--- config.mk ---
export PLATFORM = sky130hd
export DESIGN_NAME = mem_scrub_engine
export DESIGN_NICKNAME = d
export VERILOG_FILES = /design/src/rtl/scrub_pkg.sv /design/src/rtl/scrub_secded.sv /design/src/rtl/scrub_cfg.sv /design/src/rtl/scrub_ctrl.sv /design/src/rtl/mem_scrub_engine.sv
export SDC_FILE = /design/constraint.sdc
export NUM_CORES = 1
export LEC_CHECK = 0
export ABC_AREA = 0
export ABC_CLOCK_PERIOD_IN_PS = 4400
export BUFFER_PORTS_ARGS = -buffer_cell sky130_fd_sc_hd__buf_2
export CAP_MARGIN = 20
export CORE_MARGIN = 1
export CORE_UTILIZATION = 45
export DETAILED_ROUTE_END_ITERATION = 8
export PLACE_DENSITY = 0.66
export SKIP_LAST_GASP = 1
export SLEW_MARGIN = 20
export SYNTH_ARGS = -nofsm -noshare
export SYNTH_HDL_FRONTEND = slang
export SYNTH_SLANG_ARGS = --single-unit
--- constraint.sdc ---
create_clock -name clk -period 4.4 [get_ports clk]
set_input_delay 0.44 -clock clk [delete_from_list [all_inputs] [get_ports clk]]
set_output_delay 0.44 -clock clk [all_outputs]
set_load 0.02 [all_outputs]
--- src/rtl/scrub_pkg.sv ---
package scrub_pkg;

    typedef enum logic [1:0] {
        ST_IDLE = 2'd0,
        ST_RD   = 2'd1,
        ST_WAIT = 2'd2,
        ST_WB   = 2'd3
    } scrub_st_e;

    localparam logic [1:0] SEL_CTRL = 2'd0;
    localparam logic [1:0] SEL_PACE = 2'd1;
    localparam logic [1:0] SEL_BASE = 2'd2;
    localparam logic [1:0] SEL_SPAN = 2'd3;

    // number of Hamming check bits needed for dw data bits
    function automatic int secded_pw(int dw);
        int p;
        p = 1;
        while ((1 << p) < dw + p + 1) p++;
        return p;
    endfunction

    // full codeword width including the overall parity bit
    function automatic int secded_cw(int dw);
        return dw + secded_pw(dw) + 1;
    endfunction

endpackage

--- src/rtl/scrub_secded.sv ---
module scrub_secded #(
    parameter  int DW = 16,
    localparam int PW = scrub_pkg::secded_pw(DW),
    localparam int NP = DW + PW,
    localparam int CW = NP + 1
) (
    input  logic [DW-1:0] enc_data,
    output logic [CW-1:0] enc_cw,
    input  logic [CW-1:0] dec_cw,
    output logic [DW-1:0] dec_data,
    output logic          dec_single,
    output logic          dec_double
);

    // encoder: data at non-power-of-two positions, check bits at 2^i
    always_comb begin : encode
        logic [CW-1:0] w;
        int di;
        w  = '0;
        di = 0;
        for (int k = 1; k <= NP; k++) begin
            if ((k & (k - 1)) != 0) begin
                w[k] = enc_data[di];
                di++;
            end
        end
        for (int i = 0; i < PW; i++) begin
            logic p;
            p = 1'b0;
            for (int k = 1; k <= NP; k++) begin
                if (k[i]) p = p ^ w[k];
            end
            w[1 << i] = p;
        end
        w[0] = ^w[CW-1:1];
        enc_cw = w;
    end

    // decoder: syndrome plus overall parity classify the word
    always_comb begin : decode
        logic [PW-1:0] syn;
        logic          ov;
        logic [CW-1:0] fx;
        int            di;
        syn = '0;
        for (int i = 0; i < PW; i++) begin
            for (int k = 1; k <= NP; k++) begin
                if (k[i]) syn[i] = syn[i] ^ dec_cw[k];
            end
        end
        ov         = ^dec_cw;
        fx         = dec_cw;
        dec_single = 1'b0;
        dec_double = 1'b0;
        if (ov) begin
            if (int'(syn) <= NP) begin
                dec_single = 1'b1;
                fx[syn]    = ~fx[syn];
            end else begin
                dec_double = 1'b1;
            end
        end else if (syn != '0) begin
            dec_double = 1'b1;
        end
        dec_data = '0;
        di       = 0;
        for (int k = 1; k <= NP; k++) begin
            if ((k & (k - 1)) != 0) begin
                dec_data[di] = fx[k];
                di++;
            end
        end
    end

endmodule

--- src/rtl/scrub_cfg.sv ---
module scrub_cfg #(
    parameter int AW = 10,
    parameter int IW = 16
) (
    input  logic          clk,
    input  logic          rst_n,
    input  logic          reg_we,
    input  logic [1:0]    reg_sel,
    input  logic [IW-1:0] reg_wdata,
    output logic          cfg_en,
    output logic [IW-1:0] cfg_pace,
    output logic [AW-1:0] cfg_base,
    output logic [AW-1:0] cfg_span
);
    import scrub_pkg::*;

    typedef struct packed {
        logic          en;
        logic [IW-1:0] pace;
        logic [AW-1:0] base;
        logic [AW-1:0] span;
    } cfg_t;

    cfg_t cfg_d, cfg_q;

    always_comb begin
        cfg_d = cfg_q;
        if (reg_we) begin
            case (reg_sel)
                SEL_CTRL: cfg_d.en   = reg_wdata[0];
                SEL_PACE: cfg_d.pace = reg_wdata;
                SEL_BASE: cfg_d.base = reg_wdata[AW-1:0];
                SEL_SPAN: cfg_d.span = reg_wdata[AW-1:0];
                default:  cfg_d      = cfg_q;
            endcase
        end
    end

    always_ff @(posedge clk or negedge rst_n) begin
        if (!rst_n) cfg_q <= '0;
        else        cfg_q <= cfg_d;
    end

    assign cfg_en   = cfg_q.en;
    assign cfg_pace = cfg_q.pace;
    assign cfg_base = cfg_q.base;
    assign cfg_span = cfg_q.span;

endmodule

--- src/rtl/scrub_ctrl.sv ---
module scrub_ctrl #(
    parameter int DW   = 16,
    parameter int AW   = 10,
    parameter int IW   = 16,
    parameter int CNTW = 16
) (
    input  logic            clk,
    input  logic            rst_n,
    input  logic            cfg_en,
    input  logic [IW-1:0]   cfg_pace,
    input  logic [AW-1:0]   cfg_base,
    input  logic [AW-1:0]   cfg_span,
    input  logic            cpu_req,
    input  logic            cpu_we,
    input  logic [AW-1:0]   cpu_addr,
    input  logic            rd_single,
    input  logic            rd_double,
    input  logic [DW-1:0]   rd_data,
    output logic            scrub_req,
    output logic            scrub_we,
    output logic [AW-1:0]   scrub_addr,
    output logic [DW-1:0]   wb_data,
    output logic [CNTW-1:0] corr_count,
    output logic [CNTW-1:0] unc_count,
    output logic            unc_alert
);
    import scrub_pkg::*;

    typedef struct packed {
        scrub_st_e       st;
        logic [IW-1:0]   tmr;
        logic [AW-1:0]   off;
        logic [DW-1:0]   wb;
        logic [CNTW-1:0] corr;
        logic [CNTW-1:0] unc;
        logic            alert;
    } ctl_t;

    ctl_t ctl_d, ctl_q;

    logic [IW-1:0] pace_eff;
    logic [AW-1:0] last_off;
    logic [AW-1:0] cur_addr;
    logic          cpu_hits;
    logic          step_done;

    assign pace_eff = (cfg_pace == '0) ? IW'(1) : cfg_pace;
    assign last_off = (cfg_span == '0) ? '0 : cfg_span - AW'(1);
    assign cur_addr = cfg_base + ctl_q.off;
    assign cpu_hits = cpu_req && cpu_we && (cpu_addr == cur_addr);

    always_comb begin
        ctl_d       = ctl_q;
        ctl_d.alert = 1'b0;
        step_done   = 1'b0;
        case (ctl_q.st)
            ST_IDLE: begin
                if (!cfg_en) begin
                    ctl_d.tmr = '0;
                end else if (({1'b0, ctl_q.tmr} + (IW+1)'(1)) >= {1'b0, pace_eff}) begin
                    ctl_d.tmr = '0;
                    ctl_d.st  = ST_RD;
                end else begin
                    ctl_d.tmr = ctl_q.tmr + IW'(1);
                end
            end
            ST_RD: begin
                if (!cpu_req) ctl_d.st = ST_WAIT;
            end
            ST_WAIT: begin
                if (rd_double) begin
                    if (ctl_q.unc != '1) ctl_d.unc = ctl_q.unc + CNTW'(1);
                    ctl_d.alert = 1'b1;
                    step_done   = 1'b1;
                end else if (rd_single) begin
                    if (ctl_q.corr != '1) ctl_d.corr = ctl_q.corr + CNTW'(1);
                    if (cpu_hits) begin
                        step_done = 1'b1;
                    end else begin
                        ctl_d.wb = rd_data;
                        ctl_d.st = ST_WB;
                    end
                end else begin
                    step_done = 1'b1;
                end
            end
            ST_WB: begin
                if (!cpu_req || cpu_hits) step_done = 1'b1;
            end
            default: ctl_d.st = ST_IDLE;
        endcase
        if (step_done) begin
            ctl_d.st  = ST_IDLE;
            ctl_d.tmr = '0;
            ctl_d.off = (ctl_q.off >= last_off) ? '0 : ctl_q.off + AW'(1);
        end
    end

    always_ff @(posedge clk or negedge rst_n) begin
        if (!rst_n) ctl_q <= '0;
        else        ctl_q <= ctl_d;
    end

    assign scrub_req  = (ctl_q.st == ST_RD) || (ctl_q.st == ST_WB);
    assign scrub_we   = (ctl_q.st == ST_WB);
    assign scrub_addr = cur_addr;
    assign wb_data    = ctl_q.wb;
    assign corr_count = ctl_q.corr;
    assign unc_count  = ctl_q.unc;
    assign unc_alert  = ctl_q.alert;

    AST_STALL_HOLDS: assert property (@(posedge clk) disable iff (!rst_n)
        (ctl_q.st == ST_RD && cpu_req) |=> (ctl_q.st == ST_RD));

    AST_WB_FOLLOWS_READ: assert property (@(posedge clk) disable iff (!rst_n)
        $rose(ctl_q.st == ST_WB) |-> $past(ctl_q.st == ST_WAIT));

    AST_ALERT_ONE_CYCLE: assert property (@(posedge clk) disable iff (!rst_n)
        ctl_q.alert |=> !ctl_q.alert);

    AST_CORR_STEP: assert property (@(posedge clk) disable iff (!rst_n)
        (ctl_q.corr != $past(ctl_q.corr)) |-> (ctl_q.corr == $past(ctl_q.corr) + CNTW'(1)));

    AST_UNC_STEP: assert property (@(posedge clk) disable iff (!rst_n)
        (ctl_q.unc != $past(ctl_q.unc)) |-> (ctl_q.unc == $past(ctl_q.unc) + CNTW'(1)));

    AST_DISABLED_STAYS_IDLE: assert property (@(posedge clk) disable iff (!rst_n)
        (ctl_q.st == ST_IDLE && !cfg_en) |=> (ctl_q.st == ST_IDLE));

endmodule

--- src/rtl/mem_scrub_engine.sv ---
module mem_scrub_engine #(
    parameter  int DW   = 16,
    parameter  int AW   = 10,
    parameter  int IW   = 16,
    parameter  int CNTW = 16,
    localparam int CW   = scrub_pkg::secded_cw(DW)
) (
    input  logic            clk,
    input  logic            rst_n,
    input  logic            reg_we,
    input  logic [1:0]      reg_sel,
    input  logic [IW-1:0]   reg_wdata,
    input  logic            cpu_req,
    input  logic            cpu_we,
    input  logic [AW-1:0]   cpu_addr,
    input  logic [CW-1:0]   cpu_wdata,
    output logic            mem_req,
    output logic            mem_we,
    output logic [AW-1:0]   mem_addr,
    output logic [CW-1:0]   mem_wdata,
    input  logic [CW-1:0]   mem_rdata,
    output logic [CNTW-1:0] corr_count,
    output logic [CNTW-1:0] unc_count,
    output logic            unc_alert
);

    logic          cfg_en;
    logic [IW-1:0] cfg_pace;
    logic [AW-1:0] cfg_base;
    logic [AW-1:0] cfg_span;
    logic          rd_single;
    logic          rd_double;
    logic [DW-1:0] rd_data;
    logic          scrub_req;
    logic          scrub_we;
    logic [AW-1:0] scrub_addr;
    logic [DW-1:0] wb_data;
    logic [CW-1:0] wb_cw;

    scrub_cfg #(.AW(AW), .IW(IW)) u_cfg (
        .clk       (clk),
        .rst_n     (rst_n),
        .reg_we    (reg_we),
        .reg_sel   (reg_sel),
        .reg_wdata (reg_wdata),
        .cfg_en    (cfg_en),
        .cfg_pace  (cfg_pace),
        .cfg_base  (cfg_base),
        .cfg_span  (cfg_span)
    );

    scrub_secded #(.DW(DW)) u_codec (
        .enc_data   (wb_data),
        .enc_cw     (wb_cw),
        .dec_cw     (mem_rdata),
        .dec_data   (rd_data),
        .dec_single (rd_single),
        .dec_double (rd_double)
    );

    scrub_ctrl #(.DW(DW), .AW(AW), .IW(IW), .CNTW(CNTW)) u_ctrl (
        .clk        (clk),
        .rst_n      (rst_n),
        .cfg_en     (cfg_en),
        .cfg_pace   (cfg_pace),
        .cfg_base   (cfg_base),
        .cfg_span   (cfg_span),
        .cpu_req    (cpu_req),
        .cpu_we     (cpu_we),
        .cpu_addr   (cpu_addr),
        .rd_single  (rd_single),
        .rd_double  (rd_double),
        .rd_data    (rd_data),
        .scrub_req  (scrub_req),
        .scrub_we   (scrub_we),
        .scrub_addr (scrub_addr),
        .wb_data    (wb_data),
        .corr_count (corr_count),
        .unc_count  (unc_count),
        .unc_alert  (unc_alert)
    );

    // processor owns the port whenever it asks
    always_comb begin
        mem_req = cpu_req || scrub_req;
        if (cpu_req) begin
            mem_we    = cpu_we;
            mem_addr  = cpu_addr;
            mem_wdata = cpu_wdata;
        end else begin
            mem_we    = scrub_we;
            mem_addr  = scrub_addr;
            mem_wdata = wb_cw;
        end
    end

    AST_NO_SCRUB_WRITE_ON_CPU: assert property (@(posedge clk) disable iff (!rst_n)
        (cpu_req && !cpu_we) |-> !mem_we);

endmodule

==> out/results.txt <==
Synthesized instance count -> 919
Max stage delay on crit path -> 430 ps
Pleak -> 4.77 nW
Peak VDD IR -> 296 uV
Pre-CTS WS -> 419 ps
Initial antenna violation count -> 2
GPL Wtd Cong -> 0.923
Register area share after synthesis -> 0.323
Top post-synthesis cells by area -> dfrtp_1 32%, xnor2_1 9.6%, mux2_2 7.8%
Max-slew violations -> 0
Site Rows -> 50
Final WL -> 21.0 mm
Worst path most repeated cell -> nand3_1
Crit Path Class -> reg2reg
DRT iter0 DRCs -> 264
Worst Clk Skew -> 8.92 ps
Slowest CP cell -> dfrtp_1
Via density -> 5.37
Port Buffers -> 143
WP data arrival -> 4280 ps
Setup WS post-layout -> 450 ps
Worst hold path class -> in2reg
#FFs+latches synth -> 114
Worst-path clk slew -> 60 ps
Final TNS setup -> 0 ps
Top Family by Delay on Critical Path -> simple AND/OR/NAND/NOR gates
WP depth -> 17
Top cells by count, synth -> 114 x dfrtp_1, 97 x xnor2_1, 86 x nand2_1
Fin crit period -> 3950 ps
Post-synth EDFFs -> 0
Max clock buf depth -> 2
Share of cells above drive strength 1 -> 0.280
DRT antenna net count -> 0
Critical-path cell list -> ha_1 -> nand3_1 -> nor4_2 -> nand3_1 -> or2_2 -> xnor2_1 -> ha_1 -> nand4_1 -> nor2_1 -> and3_1 -> o21ai_0 -> o2111a_1 -> nand3_1 -> buf_4 -> nor2_1 -> o21ai_0 -> a21boi_0
Setup violations, final -> 0
Yosys warnings -> 0
Layout area overhead -> 16.5%
Hold Violations, Final -> 0
Post-synthesis net count -> 1041
FF-to-FF End -> u_ctrl.ctl_q[69]$_DFFE_PN0P_
PD cells -> 591 nW/um2
Largest net degree at the start of global routing -> 78
Die H -> 142 um
Core area -> 19000 um2
Area of the mapped netlist -> 8820 um2
Most common cell in the netlist -> dfrtp_1
Pre-antenna DRT Iters -> 5
RR Startpoint -> u_ctrl.ctl_q[59]$_DFFE_PN0P_
Clk sinks -> 114
Inserted Clock Buffers -> 17
Critical path required time -> 4730 ps
Slew @ Worst Pin -> 870 ps
Max Cap Viol -> 0
CP endpoint -> u_ctrl.ctl_q[69]$_DFFE_PN0P_
Drt wl/cell -> 16.0 um
Synth top area share -> 0.323
Worst-path maximum fanout -> 8
Post-route cell area -> 10300 um2
Final nets -> 1161
I/O pin count -> 144
Synth unique cells -> 80
Setup slack, reg-to-reg -> 450 ps
Fmax -> 253 MHz
GRT Util Overall -> 0.220
CP endpoint kind -> register
Chip width -> 142 um
Crit path from -> u_ctrl.ctl_q[59]$_DFFE_PN0P_
Critical path buffer and inverter count -> 1
Top_reg_cell synth -> dfrtp_1
# fillers -> 1707
Worst reg2reg path depth -> 17
Max_slew headroom -> 0.420
Via Count -> 7049
Post-synth top area cell -> dfrtp_1
Clk_lat worst skew -> 420 ps
CTS tree -> built
Ys async rst share -> 1.00
Placed Instance Area -> 9590 um2
Final HPWL DP -> 15.9 mm
RSZ-0062 raised after global routing -> no
Crit path launch type -> register
Root buffer cell -> clkbuf_16
Post-route DRC -> 0
H-tree Lvls -> 4
First-pass GRT wire length -> 34.9 mm
Vias in the first global route -> 7032
Starting density of the core -> 0.465
Mapped Avg Cell Area -> 9.60 um2
Period utilization -> 0.898
GRT overflow -> 0
Status -> finished, final reports clean
Total die area -> 20200 um2
==> how the worst min path moves through the flow <==
stage                                            startpoint                                 to  slack (ps)  cells after the start
final                                         reg_wdata[12]     u_cfg.cfg_pace[12]$_DFFE_PN0P_         250                      2
after global routing                          reg_wdata[12]     u_cfg.cfg_pace[12]$_DFFE_PN0P_         240                      2
after CTS                                             rst_n       u_ctrl.ctl_q[71]$_DFFE_PN0P_         220                      1
after detailed placement   u_ctrl.corr_count[4]$_DFFE_PN0P_   u_ctrl.corr_count[4]$_DFFE_PN0P_         470                      1
after global placement    u_ctrl.corr_count[15]$_DFFE_PN0P_  u_ctrl.corr_count[15]$_DFFE_PN0P_         480                      1
after floorplan                                       rst_n      u_cfg.cfg_base[0]$_DFFE_PN0P_         140                      0
==> power by group <==
| group | total (mW) | internal (mW) | switching [mW] |
|---|---|---|---|
| registers | 1.53 | 1.26 | 0.270 |
| logic | 3.05 | 1.37 | 1.68 |
| clock network | 1.49 | 0.955 | 0.531 |
| total | 6.07 | 3.59 | 2.48 |
==> state kept, by name, summed over array words and instances (netlist names) <==
| signal | flops |
|---|---|
| u_ctrl.ctl_q | 28 |
| u_cfg.cfg_pace | 16 |
| u_ctrl.corr_count | 16 |
| u_ctrl.unc_count | 16 |
| u_ctrl.wb_data | 16 |
| u_cfg.cfg_base | 10 |
| u_cfg.cfg_span | 10 |
| u_cfg.cfg_en | 1 |
| u_ctrl.unc_alert | 1 |
==> what timing repair did <==
item / 4_1_cts / 5_1_grt
hold buffers: 0 / 1
resized for setup: 0 / 1
setup buffers: 0 / 0
endpoints found under the hold margin: 0 / 25
setup endpoints to repair: 0 / 2
==> metrics by stage <==
step | hold slack [ps] | utilization | instances | power, mW
final | 254 | 0.542 | 1313 | 6.07
after global routing | 244 | 0.542 | 1312 | 6.45
after CTS | 224 | 0.539 | 1310 | 6.11
after detailed placement | 474 | 0.506 | 1278 | 4.60
after global placement | 477 | 0.506 | 1278 | 4.55
after floorplan | 144 | - | 919 | 3.85
==> cells in the final DEF (no fill, tap or decap), drive strengths merged, types with 12 or more instances in the layout <==
cell type and n:
and3 21, buf 159, mux2 61, nand3 33, mux2i 18, nor4 16
clkbuf 18, ha 44, nor3 28, or2 12, xnor2 100, dfrtp 114
o21a 14, nor2b 13, o21ai 29, a21oi 26, nand2 87, inv 35
nor2 51, xor2 31
==> worst register-to-register path, stage by stage (launching register included) <==
cell and delay [ps]:
dfrtp_1 430, ha_1 240, nand3_1 210, nor4_2 350
nand3_1 200, or2_2 380, xnor2_1 140, ha_1 310
nand4_1 90, nor2_1 40, and3_1 170, o21ai_0 140
o2111a_1 260, nand3_1 280, buf_4 270, nor2_1 70
o21ai_0 70, a21boi_0 180
==> cell type report <==
cell class	instances	area, um2	share of cell area
Clock inverter	14	204	0.0199
Inverter	32	120	0.0117
Antenna cell	1	2.50	0.000244
Sequential cell	114	2850	0.278
Multi-Input combinational cell	714	5470	0.533
Tap cell	260	325	0.0317
Timing Repair Buffer	160	868	0.0845
Clock buffer	18	429	0.0418
==> cell families after synthesis <==
| logic type | Yosys count | synth area share |
|---|---|---|
| XOR/XNOR | 139 | 0.155 |
| AND/OR/NAND/NOR | 306 | 0.182 |
| flip-flops | 114 | 0.323 |
| adder cells (fa/ha/maj) | 46 | 0.0658 |
| AO/OA/AOI/OAI | 143 | 0.117 |
| buffers and inverters | 91 | 0.0570 |
| multiplexers | 80 | 0.101 |
==> metal layers <==
| metal | part of all wire | vias up | global-route usage | wire, um |
|---|---|---|---|---|
| li1 | - | 3455 | - | - |
| met1 | 0.47 | 3411 | 0.289 | 9790 |
| met2 | 0.46 | 156 | 0.353 | 9690 |
| met3 | 0.058 | 25 | 0.0599 | 1210 |
| met4 | 0.014 | 2 | 0.0628 | 286 |
| met5 | 0.00062 | - | 0 | 13 |
Note: power is estimated with default switching activity, not from simulation.
